**config.mk**
```make
export PLATFORM = sky130hd
export DESIGN_NAME = pm_state_ctrl
export DESIGN_NICKNAME = d
export VERILOG_FILES = /design/src/rtl/pm_pkg.sv /design/src/rtl/pm_cfg_decode.sv /design/src/rtl/pm_fsm.sv /design/src/rtl/pm_pme_ctx.sv /design/src/rtl/pm_state_ctrl.sv
export SDC_FILE = /design/constraint.sdc
export NUM_CORES = 1
export LEC_CHECK = 0
export BUFFER_PORTS_ARGS = -buffer_cell sky130_fd_sc_hd__buf_4
export CELL_PAD_IN_SITES_DETAIL_PLACEMENT = 0
export CELL_PAD_IN_SITES_GLOBAL_PLACEMENT = 1
export CORE_UTILIZATION = 31
export CTS_CLUSTER_SIZE = 12
export DETAILED_ROUTE_END_ITERATION = 12
export GPL_TIMING_DRIVEN = 0
export PLACE_DENSITY_LB_ADDON = 0.08
export SKIP_CTS_REPAIR_TIMING = 1
export SLEW_MARGIN = 20
export SYNTH_ARGS = -nofsm -noshare
export SYNTH_HDL_FRONTEND = slang
export SYNTH_SLANG_ARGS = --single-unit
```
**constraint.sdc**
```tcl
create_clock -name clk -period 1.9 [get_ports clk]
set_clock_uncertainty 0.15 [all_clocks]
set_input_delay 0.285 -clock clk [delete_from_list [all_inputs] [get_ports clk]]
set_output_delay 0.285 -clock clk [all_outputs]
set_load 0.1 [all_outputs]
```
**src/rtl/pm_pkg.sv**
```systemverilog
// Package: shared state encoding and register map for the power-state controller.
// Assumes a 2-bit register address; the power-state field codes are fixed by software.
package pm_pkg;
    typedef enum logic [2:0] {
        PS_D0U  = 3'd0,
        PS_D0A  = 3'd1,
        PS_D3H  = 3'd2,
        PS_SRST = 3'd3,
        PS_D3C  = 3'd4
    } pm_state_e;

    localparam logic [1:0] PSF_D0 = 2'b00;
    localparam logic [1:0] PSF_D3 = 2'b11;

    localparam int ADDR_W = 2;
    localparam logic [ADDR_W-1:0] REG_PSTATE = 2'd0;
    localparam logic [ADDR_W-1:0] REG_CTRL   = 2'd1;
    localparam logic [ADDR_W-1:0] REG_PME    = 2'd2;
endpackage

```
**src/rtl/pm_cfg_decode.sv**
```systemverilog
// Module: pm_cfg_decode
// Turns a raw configuration write into per-register write strobes and fields.
// Assumes the FSM's accept signal already reflects power and state; writes are
// also dropped during bus reset and in any cycle with main power low.
module pm_cfg_decode
    import pm_pkg::*;
#(
    parameter int DATA_W = 8
) (
    input  logic              clk,
    input  logic              bus_rst_n,
    input  logic              main_pwr_ok,
    input  logic              cfg_accept,
    input  logic              cfg_wr,
    input  logic [ADDR_W-1:0] cfg_addr,
    input  logic [DATA_W-1:0] cfg_wdata,
    output logic              wr_pstate,
    output logic              wr_ctrl,
    output logic              wr_pme,
    output logic [1:0]        pstate_val,
    output logic              ctrl_en_val,
    output logic              pme_en_val,
    output logic              pme_clr_val
);
    logic wr_ok;

    // Qualify the write with access acceptance and live power.
    always_comb begin
        wr_ok       = cfg_wr && cfg_accept && bus_rst_n && main_pwr_ok;
        wr_pstate   = wr_ok && (cfg_addr == REG_PSTATE);
        wr_ctrl     = wr_ok && (cfg_addr == REG_CTRL);
        wr_pme      = wr_ok && (cfg_addr == REG_PME);
        pstate_val  = cfg_wdata[1:0];
        ctrl_en_val = cfg_wdata[0];
        pme_en_val  = cfg_wdata[0];
        pme_clr_val = cfg_wdata[1];
    end

    // no register strobe may escape while accesses are refused.
    a_r9_no_write_closed: assert property (@(posedge clk) disable iff (!bus_rst_n)
        !cfg_accept |-> !(wr_pstate || wr_ctrl || wr_pme));
endmodule

```
**src/rtl/pm_fsm.sv**
```systemverilog
// Module: pm_fsm
// Power-state sequencer: D0 uninitialised/active, D3hot, soft reset and D3cold.
// Assumes main power loss outranks bus reset, which outranks software writes.
// The soft-reset length is SRST_CYC cycles counted by a down-counter.
module pm_fsm
    import pm_pkg::*;
#(
    parameter int SRST_CYC = 16
) (
    input  logic      clk,
    input  logic      bus_rst_n,
    input  logic      main_pwr_ok,
    input  logic      wr_pstate,
    input  logic      wr_ctrl,
    input  logic [1:0] pstate_val,
    input  logic      ctrl_en_val,
    output pm_state_e state
);
    localparam int CNT_W = (SRST_CYC > 1) ? $clog2(SRST_CYC) : 1;
    localparam logic [CNT_W-1:0] CNT_LOAD = CNT_W'(SRST_CYC - 1);

    logic [CNT_W-1:0] cnt;

    // State register with power loss first, then bus reset, then software.
    always_ff @(posedge clk) begin
        if (!main_pwr_ok) begin
            state <= PS_D3C;
            cnt   <= '0;
        end else if (!bus_rst_n) begin
            state <= PS_D0U;
            cnt   <= '0;
        end else begin
            case (state)
                PS_D0U, PS_D0A: begin
                    if (wr_pstate && pstate_val == PSF_D3) begin
                        state <= PS_D3H;
                    end else if (wr_ctrl) begin
                        state <= ctrl_en_val ? PS_D0A : PS_D0U;
                    end
                end
                PS_D3H: begin
                    if (wr_pstate && pstate_val == PSF_D0) begin
                        state <= PS_SRST;
                        cnt   <= CNT_LOAD;
                    end
                end
                PS_SRST: begin
                    if (cnt == '0) begin
                        state <= PS_D0U;
                    end else begin
                        cnt <= cnt - 1'b1;
                    end
                end
                default: state <= PS_D3C;
            endcase
        end
    end

    // Checker counter: cycles already spent in the current soft reset.
    logic [CNT_W:0] srst_seen;
    always_ff @(posedge clk) begin
        if (!bus_rst_n || state != PS_SRST) srst_seen <= '0;
        else                                srst_seen <= srst_seen + 1'b1;
    end

    // the soft reset ends only after exactly SRST_CYC cycles.
    a_r5_srst_len: assert property (@(posedge clk) disable iff (!bus_rst_n)
        (state == PS_SRST && main_pwr_ok && $past(state) == PS_SRST && cnt == '0)
            |-> (srst_seen == (CNT_W+1)'(SRST_CYC - 1)));
    // D3hot is left only by a D0 write or power loss.
    a_r4_d3_exit: assert property (@(posedge clk) disable iff (!bus_rst_n)
        (state == PS_D3H && main_pwr_ok && !(wr_pstate && pstate_val == PSF_D0))
            |=> (state == PS_D3H));
    // main power loss forces D3cold on the next edge.
    a_r8_cold_entry: assert property (@(posedge clk) disable iff (!bus_rst_n)
        !main_pwr_ok |=> (state == PS_D3C));
    // D3cold is held until a bus reset.
    a_r9_cold_hold: assert property (@(posedge clk) disable iff (!bus_rst_n)
        (state == PS_D3C) |=> (state == PS_D3C));
endmodule

```
**src/rtl/pm_pme_ctx.sv**
```systemverilog
// Module: pm_pme_ctx
// Wake-event context (enable and status) that is retained across low-power states.
// Assumes it sits on auxiliary power. A bus reset clears it when aux is absent,
// when aux was lost during an outage, or when PME_COLD is 0.
module pm_pme_ctx #(
    parameter bit PME_COLD = 1'b1
) (
    input  logic clk,
    input  logic bus_rst_n,
    input  logic main_pwr_ok,
    input  logic aux_pwr_ok,
    input  logic wake_evt,
    input  logic wr_pme,
    input  logic pme_en_val,
    input  logic pme_clr_val,
    output logic pme_en,
    output logic pme_sts
);
    logic ctx_lost;
    logic any_pwr;

    // Any supply able to keep this register alive.
    always_comb any_pwr = main_pwr_ok || aux_pwr_ok;

    // Context register: conditional clear on reset, else write, set and W1C.
    always_ff @(posedge clk) begin
        if (!bus_rst_n && (!aux_pwr_ok || ctx_lost || !PME_COLD)) begin
            pme_en   <= 1'b0;
            pme_sts  <= 1'b0;
            ctx_lost <= 1'b0;
        end else begin
            if (!bus_rst_n)  ctx_lost <= 1'b0;
            else if (!any_pwr) ctx_lost <= 1'b1;
            if (wr_pme) pme_en <= pme_en_val;
            if (wake_evt && any_pwr)         pme_sts <= 1'b1;
            else if (wr_pme && pme_clr_val)  pme_sts <= 1'b0;
        end
    end

    // without a write or wake event the context does not move.
    a_r7_pme_hold: assert property (@(posedge clk) disable iff (!bus_rst_n)
        (!wr_pme && !wake_evt) |=> $stable({pme_en, pme_sts}));
    // a powered wake event always leaves the status set.
    a_r6_set_wins: assert property (@(posedge clk) disable iff (!bus_rst_n)
        (wake_evt && any_pwr) |=> pme_sts);
endmodule

```
**src/rtl/pm_state_ctrl.sv**
```systemverilog
// Module: pm_state_ctrl (top)
// Power-state controller for one bus peripheral function. Wires the write
// decoder, the state sequencer and the wake context together, and derives
// the port-level status from the sequencer state.
// Assumes all inputs are synchronous to clk.
module pm_state_ctrl
    import pm_pkg::*;
#(
    parameter int DATA_W   = 8,
    parameter int SRST_CYC = 16,
    parameter bit PME_COLD = 1'b1
) (
    input  logic              clk,
    input  logic              bus_rst_n,
    input  logic              main_pwr_ok,
    input  logic              aux_pwr_ok,
    input  logic              wake_evt,
    input  logic              cfg_wr,
    input  logic [1:0]        cfg_addr,
    input  logic [DATA_W-1:0] cfg_wdata,
    output logic [1:0]        pstate_rd,
    output logic              func_en,
    output logic              soft_rst,
    output logic              drv_en,
    output logic              cfg_accept,
    output logic              pme_en,
    output logic              pme_sts,
    output logic              pme_wake
);
    pm_state_e state;
    logic       wr_pstate, wr_ctrl, wr_pme;
    logic [1:0] pstate_val;
    logic       ctrl_en_val, pme_en_val, pme_clr_val;

    pm_cfg_decode #(.DATA_W(DATA_W)) u_dec (
        .clk(clk), .bus_rst_n(bus_rst_n), .main_pwr_ok(main_pwr_ok),
        .cfg_accept(cfg_accept), .cfg_wr(cfg_wr), .cfg_addr(cfg_addr),
        .cfg_wdata(cfg_wdata), .wr_pstate(wr_pstate), .wr_ctrl(wr_ctrl),
        .wr_pme(wr_pme), .pstate_val(pstate_val), .ctrl_en_val(ctrl_en_val),
        .pme_en_val(pme_en_val), .pme_clr_val(pme_clr_val)
    );

    pm_fsm #(.SRST_CYC(SRST_CYC)) u_fsm (
        .clk(clk), .bus_rst_n(bus_rst_n), .main_pwr_ok(main_pwr_ok),
        .wr_pstate(wr_pstate), .wr_ctrl(wr_ctrl), .pstate_val(pstate_val),
        .ctrl_en_val(ctrl_en_val), .state(state)
    );

    pm_pme_ctx #(.PME_COLD(PME_COLD)) u_pme (
        .clk(clk), .bus_rst_n(bus_rst_n), .main_pwr_ok(main_pwr_ok),
        .aux_pwr_ok(aux_pwr_ok), .wake_evt(wake_evt), .wr_pme(wr_pme),
        .pme_en_val(pme_en_val), .pme_clr_val(pme_clr_val),
        .pme_en(pme_en), .pme_sts(pme_sts)
    );

    // Port status decoded from the sequencer state.
    always_comb begin
        pstate_rd  = (state == PS_D3H || state == PS_D3C) ? PSF_D3 : PSF_D0;
        func_en    = (state == PS_D0A);
        soft_rst   = (state == PS_SRST);
        drv_en     = (state == PS_D0U) || (state == PS_D0A) || (state == PS_D3H);
        cfg_accept = drv_en;
        pme_wake   = pme_en && pme_sts;
    end

    // drivers are never enabled while the soft reset runs.
    a_r5_drv_off: assert property (@(posedge clk) disable iff (!bus_rst_n)
        soft_rst |-> (!drv_en && !cfg_accept));
endmodule

```
==> flow_summary.toml, run 1 <==
[run_status]
status = "completed"

[synth]
synthesis.instances = 70
synth_top_family_by_area = "simple AND/OR/NAND/NOR gates"
yosysMostFrequentCell = "dfxtp_1"
synth_top_area_frac = 0.3433
synthMuxAreaShare = 0.03433
synth_fa_ha_area_frac = 0.02146
synth_cell_type_count = 28
yosysSeqAreaShare = 0.3433
synth_xor_area_frac = 0
ys_top_cells_by_area = "dfxtp_1, a21oi_1, a211oi_1"
synth_compound_area_frac = 0.2103
ys_seq_elements = 10
synth_common_cells = "dfxtp_1, a21oi_1, nand2_1, nor2_1"
avgSynthCellArea_um2 = 8.329
synthSimpleGateAreaFrac = 0.3391
synth_top_cell_by_area = "dfxtp_1"
synth_ff_type = "dfxtp_1"
async_reset_ff_frac = 0
yosysWarnings = 0
syn_area_um2 = 583.1
synth_edf_count = 0
synth_nets = 87

[detailed_routing]
via_count = 567
routed_wl_um = 1278
drc_errors = 0
drt_iter0_drc = 8
dr.pass1.iters = 4
wl_per_cell_um = 10.92
ant_nets = 0
vias_per_cell = 4.846

[layout]
final_cells = 117
fin_nets = 110
area_growth_pct = 41.63
drive_above_1_share = 0.4022
num_antenna_cells = 0

[die]
core-area_mm2 = 0.001745
boundaryPins = 25
die_x_um = 45.37
die_h_um = 45.37
dieArea_mm2 = 0.002058
start_util = 0.3341
rows = 15

[global_routing]
grt_pass1_wl_um = 2270
grt_max_degree = 9
grt_pass1_vias = 503
grt_overflow_total = 0
antenna_found_initial = 0
grt_usage = 0.1508

[place]
dp_cells = 113
portBuffers = 18
post-dp-hpwl_um = 988.6
place_congestion = 0.7668

[critical_path]
cp_slowest_cell = "dfxtp_4"
crit_fanout = 8
end_kind = "output port"
crit_chain = "or2b_1 > a21oi_4 > buf_4 > buf_8"
path_class = "flip-flop to output port"
slowest_delay_ps = 400
critPathLaunchType = "flip-flop"
crit_arrival_ps = 1410
required_ps = 1460

[power]
p_leak_uw = 0.0003252
power_uw = 575.7
ir_drop_mv = 0.4175
p_per_area_mw_per_mm2 = 697.1

[sta]
fin_crit_sh = 0.9709
clock.fmax_mhz = 542.1
slew_headroom = 0.7014
finalSetupViolCount = 0
worst_pin_slew_ps = 447.1
slew_violations = 0
finalCriticalPeriod_ps = 1845
finalHoldViolCount = 0
holdWs_ps = 51.30

[clock_tree]
worstSkewPairLatency_ps = 260
cts_tree = "done"
numCtsBuffers = 3
cts_sinks = 10
clockRootBuffer = "clkbuf_4"
cts_buffer_depth = 2
clk_pin_slew_worst_paths_ps = 70
ctsHtreeMaxLevel = 1

[flow_run]
maxCapViolations = 0

[hold_path]
min_path_type = "input pin to flip-flop"
==> placed cells by master (no fill, tap or decap), drive strengths merged, types with 3 or more instances in the layout <==
master	count
nor3	4
dfxtp	10
inv	4
buf	20
a211oi	3
nand2	6
o21ai	3
a21oi	8
nor2	6
clkbuf	4
==> per-stage QoR <==
stage / utilization / setup slack, ps / area, um2 / TNS (ps)
floorplan: - / -266.1 / 609.3 / -266.1
global placement: 0.4444 / 132.2 / 775.7 / 0
detailed placement: 0.4444 / 138.2 / 775.7 / 0
CTS: 0.4652 / -161.0 / 812.0 / -237.8
global route: 0.4731 / -2.841 / 825.8 / -2.841
finish: 0.4731 / 55.23 / 825.8 / 0
==> worst max-delay path: cells and delay by family, from the launching register on <==
family,cells,cell delay [ps]
flops,1,400
buf+inv,2,310
simple gates,1,270
compound gates,1,160
==> cells by family (layout without fill, tap and decap cells) <==
family	after synthesis	after routing
flops	10	10
compound gates	19	19
simple gates	32	32
buf+inv	6	28
fa+ha+maj	1	1
mux	2	2
==> flip-flops by register name, summed over array words and instances, names as in the netlist <==
name / cells
u_fsm.cnt: 4
u_fsm.state: 3
u_pme.pme_en: 1
u_pme.pme_sts: 1
u_pme.ctx_lost: 1
==> worst paths after layout <==
path                                     start        endpoint  slack [ps]  cells past startpoint
worst min-delay path               main_pwr_ok  u_fsm.state[2]          50                      2
worst max register to register    u_fsm.cnt[0]    u_fsm.cnt[1]         330                      6
worst min register to register  u_pme.ctx_lost  u_pme.ctx_lost         320                      1
worst max-delay path            u_fsm.state[2]    pstate_rd[1]          60                      4
==> layout make-up <==
class / instances / area, um2
inverters: 4 / 15.01
plain buffers: 2 / 15.01
multi-input cells: 54 / 376.6
fillers: 175 / 919.6
flip-flops and latches: 10 / 209.0
well taps: 25 / 31.28
repair buffers: 18 / 142.6
clock buffers: 4 / 36.28
==> report_power, final <==
part           total [uW]  switching, uW  leakage [uW]  internal, uW
clock network         195           78.7     0.0000210           116
registers             226           8.97     0.0000833           217
logic                 155            105      0.000221          50.5
total                 576            192      0.000325           383
==> layer usage <==
metal	GRT usage	part of all wire	up-vias
met5	0	0	-
li1	-	-	300
met2	0.2232	0.45	14
met4	0.07273	0.0094	0
met1	0.2122	0.51	251
met3	0.02381	0.036	2
(Power assumes the default switching activity.)
==> run 2: changes to the inputs <==
--- a/config.mk
+++ b/config.mk
@@ -8,7 +8,8 @@
 export BUFFER_PORTS_ARGS = -buffer_cell sky130_fd_sc_hd__buf_4
 export CELL_PAD_IN_SITES_DETAIL_PLACEMENT = 0
 export CELL_PAD_IN_SITES_GLOBAL_PLACEMENT = 1
-export CORE_UTILIZATION = 31
+export CORE_UTILIZATION = 34
+export CTS_BUF_LIST = sky130_fd_sc_hd__clkbuf_2 sky130_fd_sc_hd__clkbuf_4 sky130_fd_sc_hd__clkbuf_8
 export CTS_CLUSTER_SIZE = 12
 export DETAILED_ROUTE_END_ITERATION = 12
 export GPL_TIMING_DRIVEN = 0
==> run 2 against run 1 <==
Against the previous run:
- the flow now finishes with violations (design-rule violations)
- sequential power about the same
- utilization increased by 4.7 points
- count of clock-buffer cells in the layout unchanged
- clock power decreased by 3%
==> flow_summary.toml, run 2 (same netlist as run 1, synthesis figures left out) <==
[place]
post-dp-hpwl_um = 953
portBuffers = 18
place_ws_ps = 128.0
place_congestion = 0.6762
dp_cells = 104

[global_routing]
grt_max_degree = 9
grt_usage = 0.1557
grt_overflow_total = 0
grt_pass1_vias = 510
antenna_found_initial = 0
grt_pass1_wl_um = 2166

[power]
clkPwrFrac = 0.333
swShare = 0.3267
p_leak_uw = 0.0003237
power_switching_uw = 185.5
ir_drop_mv = 0.3475
internal-power_uw = 382.2
p_comb_frac = 0.270
power_frac_seq = 0.397
p_per_area_mw_per_mm2 = 700.1

[clock_tree]
ctsHtreeMaxLevel = 1
clockRootBuffer = "clkbuf_4"
worstSkewPairLatency_ps = 260
cts_tree = "done"
cts_buffer_depth = 2
clk_pin_slew_worst_paths_ps = 70
cts_sinks = 10
numCtsBuffers = 3

[layout]
largest_reg_flops = 4
reg.largest.list = "u_fsm.cnt: 4 flops, u_fsm.state: 3 flops"
fin_nets = 110
area_growth_pct = 39.06
largest_register = "u_fsm.cnt"
num_antenna_cells = 0
final_cells = 108
drive_above_1_share = 0.4022
final_common_cell = "buf_4"
final_cell_mix = "buf_4, nor2_1, nand2_1, a21oi_1, dfxtp_1"

[sta]
worst_pin_slew_ps = 367.2
holdWs_ps = 48.67
fin_crit_sh = 0.9747
slew_violations = 0
layout_setup_ws_ps = 48.04
finalHoldViolCount = 0
slew_headroom = 0.7547
finalSetupViolCount = 0
finalCriticalPeriod_ps = 1852
clock.fmax_mhz = 540.0
rsz0062_at_grt = "no"
setup_tns_ps = 0

[detailed_routing]
routed_wl_um = 1205
via_count = 576
drc_errors = 4
wl_per_cell_um = 11.16
dr.pass1.iters = 8
drt_iter0_drc = 15
ant_nets = 0
vias_per_cell = 5.333

[die]
core-area_mm2 = 0.001559
start_util = 0.3740
die_x_um = 43.41
rows = 14
dieArea_mm2 = 0.001884
die_h_um = 43.41
boundaryPins = 25

[hold_path]
min_path_type = "input pin to flip-flop"

[critical_path]
crit_arrival_ps = 1420
crit_fanout = 8
path_class = "flip-flop to output port"
required_ps = 1460
end_kind = "output port"
critPathLaunchType = "flip-flop"

[flow_run]
maxCapViolations = 0

[run_status]
violations = "design-rule violations"
status = "finished with violations"
-- run 2: metrics by stage --
step,total power (uW),utilization,area [um2]
5_1_grt,595.1,0.5201,810.8
3_3_place_gp,382.5,0.4904,764.5
2_1_floorplan,341.1,-,609.3
6_report,567.7,0.5201,810.8
4_1_cts,575.4,0.5136,800.8
3_5_place_dp,382.9,0.4904,764.5
-- run 2: final cells by class --
| class | instances | area, um2 |
|---|---|---|
| fillers | 154 | 748.2 |
| multi-input cells | 54 | 376.6 |
| flip-flops and latches | 10 | 209.0 |
| repair buffers | 18 | 138.9 |
| clock buffers | 4 | 36.28 |
| well taps | 16 | 20.02 |
| plain buffers | 2 | 15.01 |
| inverters | 4 | 15.01 |
-- run 2: worst max-delay path: stages (launching register included) --
cell	delay (ps)
dfxtp_4	400
or2b_1	270
a21oi_4	150
buf_4	120
buf_6	210
-- run 2: worst paths after layout --
| kind | start | endpoint | slack, ps | cells after the start |
|---|---|---|---|---|
| worst max-delay path | u_fsm.state[2] | pstate_rd[1] | 50 | 4 |
| worst min-delay path | main_pwr_ok | u_fsm.state[2] | 50 | 2 |
| worst max register to register | u_fsm.cnt[0] | u_fsm.cnt[0] | 330 | 6 |
| worst min register to register | u_pme.ctx_lost | u_pme.ctx_lost | 320 | 1 |
-- run 2: metal layers --
metal,wire length (um),GRT usage,up-vias
li1,-,-,298
met1,561,0.2026,263
met2,587,0.2333,15
met3,56,0.06250,0
met4,0,0.05625,0
met5,0,0,-
-- run 2: power by group through the flow --
stage | logic (uW) | clock network (uW) | registers, uW
2_1_floorplan | 90.5 | 0 | 251
3_3_place_gp | 152 | 0 | 231
3_5_place_dp | 152 | 0 | 231
4_1_cts | 152 | 197 | 226
5_1_grt | 162 | 206 | 227
6_report | 153 | 189 | 226
